## src/rtl/useq_pkg.sv

```systemverilog
package useq_pkg;

  localparam int OP_W    = 8;
  localparam int IMM_W   = 8;
  localparam int SEL_W   = 6;
  localparam int TGT_W   = 2 + IMM_W;

  typedef enum logic [1:0] {
    CLS_WAIT = 2'd0,
    CLS_JUMP = 2'd1,
    CLS_ACT  = 2'd2
  } op_cls_e;

  function automatic op_cls_e op_class(input logic [OP_W-1:0] op);
    if (op[7])      return CLS_ACT;
    else if (op[6]) return CLS_JUMP;
    else            return CLS_WAIT;
  endfunction

endpackage

```

## src/rtl/useq_rom.sv

```systemverilog
module useq_rom #(
  parameter int DEPTH = 544,
  parameter int AW    = 10,
  parameter logic [DEPTH*8-1:0] IMAGE = '0
) (
  input  logic          clk,
  input  logic [AW-1:0] addr_i,
  output logic [7:0]    data_o
);

  logic [7:0] mem [DEPTH];

  initial begin
    for (int i = 0; i < DEPTH; i++) mem[i] = IMAGE[i*8 +: 8];
  end

  always_ff @(posedge clk) begin
    data_o <= mem[addr_i];
  end

endmodule

```

## src/rtl/useq_phase.sv

```systemverilog
module useq_phase (
  input  logic clk,
  input  logic rst,
  input  logic restart_i,
  output logic exec_en_o
);

  logic ph_q;

  always_ff @(posedge clk) begin
    if (rst || restart_i) ph_q <= 1'b0;
    else                  ph_q <= ~ph_q;
  end

  assign exec_en_o = ph_q;


  phase_toggle_chk: assert property (@(posedge clk) disable iff (rst)
    !restart_i |=> (ph_q != $past(ph_q)));


  phase_restart_chk: assert property (@(posedge clk) disable iff (rst)
    restart_i |=> !ph_q);

endmodule

```

## src/rtl/useq_wait.sv

```systemverilog
module useq_wait #(
  parameter int CW = 8
) (
  input  logic          clk,
  input  logic          rst,
  input  logic          clear_i,
  input  logic          start_i,
  input  logic [CW-1:0] count_i,
  input  logic          exec_en_i,
  output logic          busy_o
);

  logic [CW-1:0] cnt_q;

  always_ff @(posedge clk) begin
    if (rst || clear_i)          cnt_q <= '0;
    else if (start_i)            cnt_q <= (count_i == '0) ? CW'(1) : count_i;
    else if (exec_en_i && busy_o) cnt_q <= cnt_q - 1'b1;
  end

  assign busy_o = (cnt_q != '0);


  wait_idle_start_chk: assert property (@(posedge clk) disable iff (rst)
    start_i |-> !busy_o);


  wait_end_phase_chk: assert property (@(posedge clk) disable iff (rst)
    $fell(busy_o) |-> $past(exec_en_i || clear_i));

endmodule

```

## src/rtl/useq_ctrl.sv

```systemverilog
module useq_ctrl #(
  parameter int CTRL_W = 8,
  parameter int SW     = 6
) (
  input  logic              clk,
  input  logic              rst,
  input  logic              fire_i,
  input  logic [SW-1:0]     sel_i,
  output logic [CTRL_W-1:0] ctrl_o
);

  logic [CTRL_W-1:0] ctrl_q;
  logic [CTRL_W-1:0] onehot;

  always_comb begin
    onehot = '0;
    for (int b = 0; b < CTRL_W; b++) begin
      if (int'(sel_i) == b) onehot[b] = 1'b1;
    end
  end

  always_ff @(posedge clk) begin
    if (rst)         ctrl_q <= '0;
    else if (fire_i) ctrl_q <= onehot;
    else             ctrl_q <= '0;
  end

  assign ctrl_o = ctrl_q;


  ctrl_onehot_chk: assert property (@(posedge clk) disable iff (rst)
    $onehot0(ctrl_q));


  ctrl_pulse_chk: assert property (@(posedge clk) disable iff (rst)
    (ctrl_q != '0) |=> (ctrl_q == '0));

endmodule

```

## src/rtl/ring_useq.sv

```systemverilog
module ring_useq
  import useq_pkg::*;
#(
  parameter int ROM_DEPTH = 544,
  parameter int CTRL_W    = 8,
  parameter logic [ROM_DEPTH*8-1:0] ROM_IMAGE = '0,
  localparam int PC_W = $clog2(ROM_DEPTH)
) (
  input  logic              clk,
  input  logic              rst,
  input  logic              recon_i,
  input  logic              flag_clr_i,
  output logic [CTRL_W-1:0] ctrl_o,
  output logic [IMM_W-1:0]  imm_o,
  output logic [PC_W-1:0]   pc_o,
  output logic              wait_o,
  output logic              recon_flag_o
);

  logic [PC_W-1:0]  pc_q, pc_nxt, pc_inc, rd_addr;
  logic [OP_W-1:0]  op_q;
  logic [IMM_W-1:0] imm_q;
  logic [7:0]       rom_q;
  logic [TGT_W-1:0] tgt;
  logic             flag_q;
  logic             exec_en, busy;
  logic             fetch_op, exec_now;
  logic             wait_start, act_fire;
  op_cls_e          cls;

  useq_rom #(.DEPTH(ROM_DEPTH), .AW(PC_W), .IMAGE(ROM_IMAGE)) rom_i (
    .clk    (clk),
    .addr_i (rd_addr),
    .data_o (rom_q)
  );

  useq_phase phase_i (
    .clk       (clk),
    .rst       (rst),
    .restart_i (recon_i),
    .exec_en_o (exec_en)
  );

  useq_wait #(.CW(IMM_W)) wait_i (
    .clk       (clk),
    .rst       (rst),
    .clear_i   (recon_i),
    .start_i   (wait_start),
    .count_i   (rom_q),
    .exec_en_i (exec_en),
    .busy_o    (busy)
  );

  useq_ctrl #(.CTRL_W(CTRL_W), .SW(SEL_W)) ctrl_i (
    .clk    (clk),
    .rst    (rst),
    .fire_i (act_fire),
    .sel_i  (op_q[SEL_W-1:0]),
    .ctrl_o (ctrl_o)
  );

  assign cls        = op_class(op_q);
  assign fetch_op   = !exec_en && !busy && !recon_i;
  assign exec_now   = exec_en && !busy && !recon_i;
  assign wait_start = exec_now && (cls == CLS_WAIT);
  assign act_fire   = exec_now && (cls == CLS_ACT);
  assign tgt        = {op_q[1:0], rom_q};
  assign pc_inc     = (pc_q == PC_W'(ROM_DEPTH - 1)) ? '0 : pc_q + 1'b1;

  always_comb begin
    pc_nxt = pc_q;
    if (recon_i) begin
      pc_nxt = '0;
    end else if (!busy) begin
      if (exec_en && cls == CLS_JUMP)
        pc_nxt = (int'(tgt) < ROM_DEPTH) ? tgt[PC_W-1:0] : '0;
      else
        pc_nxt = pc_inc;
    end
  end

  assign rd_addr = rst ? '0 : pc_nxt;

  always_ff @(posedge clk) begin
    if (rst) begin
      pc_q   <= '0;
      op_q   <= '0;
      imm_q  <= '0;
      flag_q <= 1'b0;
    end else begin
      pc_q <= pc_nxt;
      if (fetch_op) op_q  <= rom_q;
      if (exec_now) imm_q <= rom_q;
      if (recon_i)         flag_q <= 1'b1;
      else if (flag_clr_i) flag_q <= 1'b0;
    end
  end

  assign imm_o        = imm_q;
  assign pc_o         = pc_q;
  assign wait_o       = busy;
  assign recon_flag_o = flag_q;


  pc_hold_chk: assert property (@(posedge clk) disable iff (rst)
    (busy && !recon_i) |=> (pc_q == $past(pc_q)));


  quiet_wait_chk: assert property (@(posedge clk) disable iff (rst)
    busy |-> (ctrl_o == '0));


  recon_pc_chk: assert property (@(posedge clk) disable iff (rst)
    recon_i |=> (pc_q == '0 && flag_q && !busy && ctrl_o == '0));


  flag_clr_chk: assert property (@(posedge clk) disable iff (rst)
    (flag_clr_i && !recon_i) |=> !flag_q);


  flag_hold_chk: assert property (@(posedge clk) disable iff (rst)
    (!flag_clr_i && !recon_i) |=> (flag_q == $past(flag_q)));


  op_stable_chk: assert property (@(posedge clk) disable iff (rst)
    !fetch_op |=> $stable(op_q));

endmodule

```

## config.mk

```make
export PLATFORM = sky130hd
export DESIGN_NAME = ring_useq
export DESIGN_NICKNAME = d
export VERILOG_FILES = /design/src/rtl/useq_pkg.sv /design/src/rtl/useq_rom.sv /design/src/rtl/useq_phase.sv /design/src/rtl/useq_wait.sv /design/src/rtl/useq_ctrl.sv /design/src/rtl/ring_useq.sv
export SDC_FILE = /design/constraint.sdc
export NUM_CORES = 1
export LEC_CHECK = 0
export BUFFER_PORTS_ARGS = -buffer_cell sky130_fd_sc_hd__buf_2
export CAP_MARGIN = 5
export CORE_AREA = 2 2 49 51
export DETAILED_ROUTE_END_ITERATION = 12
export DIE_AREA = 0 0 51 53
export HOLD_SLACK_MARGIN = 0.1
export MAX_ROUTING_LAYER = met4
export PLACE_DENSITY = 0.78
export REMOVE_ABC_BUFFERS = 1
export SETUP_SLACK_MARGIN = 0.1
export SLEW_MARGIN = 20
export SYNTH_ARGS = -nofsm -noshare
export SYNTH_HDL_FRONTEND = slang
export SYNTH_MEMORY_MAX_BITS = 65536
export SYNTH_SLANG_ARGS = --single-unit
export TNS_END_PERCENT = 100
```

## constraint.sdc

```tcl
create_clock -name clk -period 2.6 [get_ports clk]
set_clock_uncertainty 0.05 [all_clocks]
set_input_delay 0.13 -clock clk [delete_from_list [all_inputs] [get_ports clk]]
set_output_delay 0.13 -clock clk [all_outputs]
set_load 0.03 [all_outputs]
```

==> flow_metrics.py <==
metrics = {
    "route": {
        "viasPerCell": 5.324,
        "wl_per_cell_um": 12.67,
        "drt_iter0_drc": 28,
        "postRouteAntennaNets": 0,
        "route.detailed.drc": 0,
        "dr.pass1.iters": 4,
        "vias": 937,
        "routed_wl_um": 2230,
    },
    "job": {
        "max_cap_viol_count": 0,
    },
    "floorplanning": {
        "die_h_um": 53,
        "io_pins": 32,
        "initial_utilization_pct": 51.08,
        "dieArea_um2": 2703,
        "placementRows": 17,
        "dieWidth_um": 51,
        "coreArea_um2": 2148,
    },
    "synth": {
        "syn_area_um2": 1097,
        "synthDistinctLibCells": 33,
        "synth_ff_type": "dfxtp_1",
        "syn_inst": 129,
        "synth_top_family_by_area": "simple AND/OR/NAND/NOR gates",
        "synth_fa_ha_area_share_pct": 3.421,
        "ys_warn_count": 0,
        "synth_xor_area_share_pct": 5.587,
        "synth_compound_area_share_pct": 7.868,
        "synth-async-reset-ratio_pct": 0,
        "synthMuxAreaShare_pct": 2.737,
        "synth.area.top_cells": "dfxtp_1 36%, buf_4 11%, nor2_1 5.8%",
        "synthTopCellsByCount": "20 x dfxtp_1, 17 x nor2_1, 16 x buf_4",
        "synthMostInstantiatedCell": "dfxtp_1",
        "synth_top_cell_area_share_pct": 36.49,
        "synth_top_cell_by_area": "dfxtp_1",
        "ys_ff_latch": 20,
        "synth-seq-area-share_pct": 36.49,
        "synth_area_per_cell_um2": 8.506,
        "synth-edff-count": 0,
        "synthSimpleGateAreaFrac_pct": 30.22,
    },
    "placed_design": {
        "dp.cells": 169,
        "port_buffers": 15,
        "place_congestion": 0.8203,
        "place_area_um2": 1129,
        "dp_hpwl_um": 1587,
    },
    "pwr": {
        "switching_share_pct": 25.67,
        "ir_worst_vdd_v": 0.0002878,
        "p_int_w": 0.0004876,
        "switchingPower_w": 0.0001684,
        "clock_power_share_pct": 38.7,
        "pwr-share-comb_pct": 12.8,
        "leakage_nw": 0.5009,
        "power.density_nw_per_um2": 541.6,
        "seqPwrFrac_pct": 48.5,
    },
    "final_layout": {
        "register_area_um2": 400.4,
        "syn2layout_area_growth_pct": 10.38,
        "layout-drive-gt1-share_pct": 16.22,
        "fill_cells": 209,
        "antenna_cells": 0,
        "final_cell_count_no_fill": 176,
        "fin_area_um2": 1211,
        "fin_nets": 156,
        "fin_util_pct": 56.38,
        "multi_input_area_um2": 606.8,
    },
    "timing": {
        "fin_setup_tns_ns": 0,
        "relSlewSlack_pct": 63.12,
        "final-max-slew-violation-count": 0,
        "hold_viol_final": 0,
        "period_share_pct": 81.80,
        "setup_viol": 0,
        "worst_pin_slew_ns": 0.5495,
        "period_needed_ns": 2.127,
        "rsz0062_at_grt": "false",
        "max_freq_mhz": 470.2,
    },
    "setup_path": {
        "crit_required_ns": 2.42,
        "cp-end-kind": "primary output",
        "regToRegEndpoint": "pc_o[7]$_SDFFE_PP0N_",
        "timing.rr.start": "wait_i.cnt_q[2]$_SDFFE_PP0P_",
        "path_class": "reg2out",
        "critPathMaxFanout": 7,
        "reg2reg_slack_ns": 0.64,
        "startpoint_type": "register",
        "reg2reg_depth": 4,
        "crit_arrival_ns": 1.95,
    },
    "hold_path": {
        "hp-start": "wait_i.cnt_q[0]$_SDFFE_PP0P_",
        "hold_path_end": "wait_i.cnt_q[0]$_SDFFE_PP0P_",
        "hp-class": "reg2reg",
        "worstHoldPathCells": 1,
    },
    "cts": {
        "cts_root_buf": "clkbuf_4",
        "clk_latency_ns": 0.30,
        "cts_htree_levels": 1,
        "cts_setup_buffers": 0,
        "numCtsBuffers": 3,
        "cts_tree": "built",
        "clk_pin_slew_ns": 0.12,
        "clock-sinks": 20,
        "cts_buffer_depth": 2,
    },
    "global_route": {
        "grt_first_pass_wirelength_um": 3684,
        "grt_use_total_pct": 18.50,
        "antenna_found_initial": 0,
        "grt_pass1_vias": 836,
        "grt-ovfl-total": 0,
        "grt_max_degree": 13,
    },
    "outcome": {
        "status": "finished clean",
    },
}
==> worst max-delay path: stages, from the launching register on <==
cell and delay (ns):
dfxtp_1 0.35, inv_1 0.08, ha_1 0.25, nor3b_2 0.43
nand2_1 0.28, buf_2 0.26
==> through the flow <==
| stage | setup WS [ns] | total power [W] | hold slack, ns |
|---|---|---|---|
| after floorplan | 0.9092 | 0.0003891 | 0.1524 |
| after global placement | 0.7423 | 0.0004028 | 0.2610 |
| after detailed placement | 0.7157 | 0.0004038 | 0.2699 |
| after CTS | 0.4554 | 0.0006618 | 0.4456 |
| after global routing | 0.3038 | 0.0006862 | 0.5018 |
| final | 0.4733 | 0.0006560 | 0.4436 |
==> worst max-delay path by stage <==
stage / start / end / slack, ns / cells past startpoint
2_1_floorplan: wait_i.cnt_q[0]$_SDFFE_PP0P_ / pc_o[0]$_SDFFE_PP0N_ / 0.91 / 6
3_3_place_gp: wait_i.cnt_q[0]$_SDFFE_PP0P_ / pc_o[4]$_SDFFE_PP0N_ / 0.74 / 6
3_5_place_dp: wait_i.cnt_q[0]$_SDFFE_PP0P_ / pc_o[4]$_SDFFE_PP0N_ / 0.72 / 6
4_1_cts: wait_i.cnt_q[0]$_SDFFE_PP0P_ / wait_o / 0.46 / 5
5_1_grt: wait_i.cnt_q[0]$_SDFFE_PP0P_ / wait_o / 0.30 / 5
6_report: wait_i.cnt_q[0]$_SDFFE_PP0P_ / wait_o / 0.47 / 5
==> cells by family (layout without fill, tap and decap cells) <==
family          Yosys count  after routing
flops                    20             20
mux                       3              3
simple gates             58             58
buf+inv                  21             25
other cells               1             16
xor+xnor                  7              7
fa+ha+maj                 3              3
compound gates           16             16
==> registers in the layout, summed over array words and instances, names as in the netlist <==
signal,cells
pc_o,10
phase_i.exec_en_o,1
recon_flag_o,1
wait_i.cnt_q,8
==> power groups by stage <==
stage	logic [W]	registers, W	clock network, W
3_5_place_dp	0.0000790	0.000325	0
3_3_place_gp	0.0000783	0.000325	0
2_1_floorplan	0.0000595	0.000330	0
4_1_cts	0.0000831	0.000318	0.000261
5_1_grt	0.0000913	0.000319	0.000276
6_report	0.0000842	0.000318	0.000254
==> cells in the final DEF (no fill, tap or decap), types with 2 or more instances in the layout <==
cell,n
dfxtp_1,20
nor2_1,17
conb_1,16
buf_2,15
nand2_1,9
a21oi_1,8
nor4_1,7
nand3_1,5
o21ai_0,4
nand4b_1,4
xnor2_1,4
inv_1,3
mux2i_1,3
xor2_1,3
ha_1,3
clkbuf_4,3
dlygate4sd3_1,3
nor3_1,2
or3_1,2
and3_1,2
nand3b_1,2
==> repair_timing <==
item / CTS / global route
endpoints found under the setup margin: 0 / 0
hold buffers: 3 / 0
hold endpoints to repair: 3 / 0
gates resized for setup: 0 / 0
==> cell type report <==
cell class / count / area share, %
repair buffers: 18 / 8.678
multi-input cells: 103 / 50.10
clock inverters: 1 / 2.479
inverters: 3 / 0.9298
clock buffers: 3 / 1.860
well taps: 28 / 2.893
flip-flops and latches: 20 / 33.06
==> layer usage <==
metal  track usage [%]  part of all wire [%]
met1             22.15                    43
met2             32.25                    52
met3             2.542                   4.8
met4             5.856                  0.36
met5                 -                     0
Power figures use the tool's default switching activity.
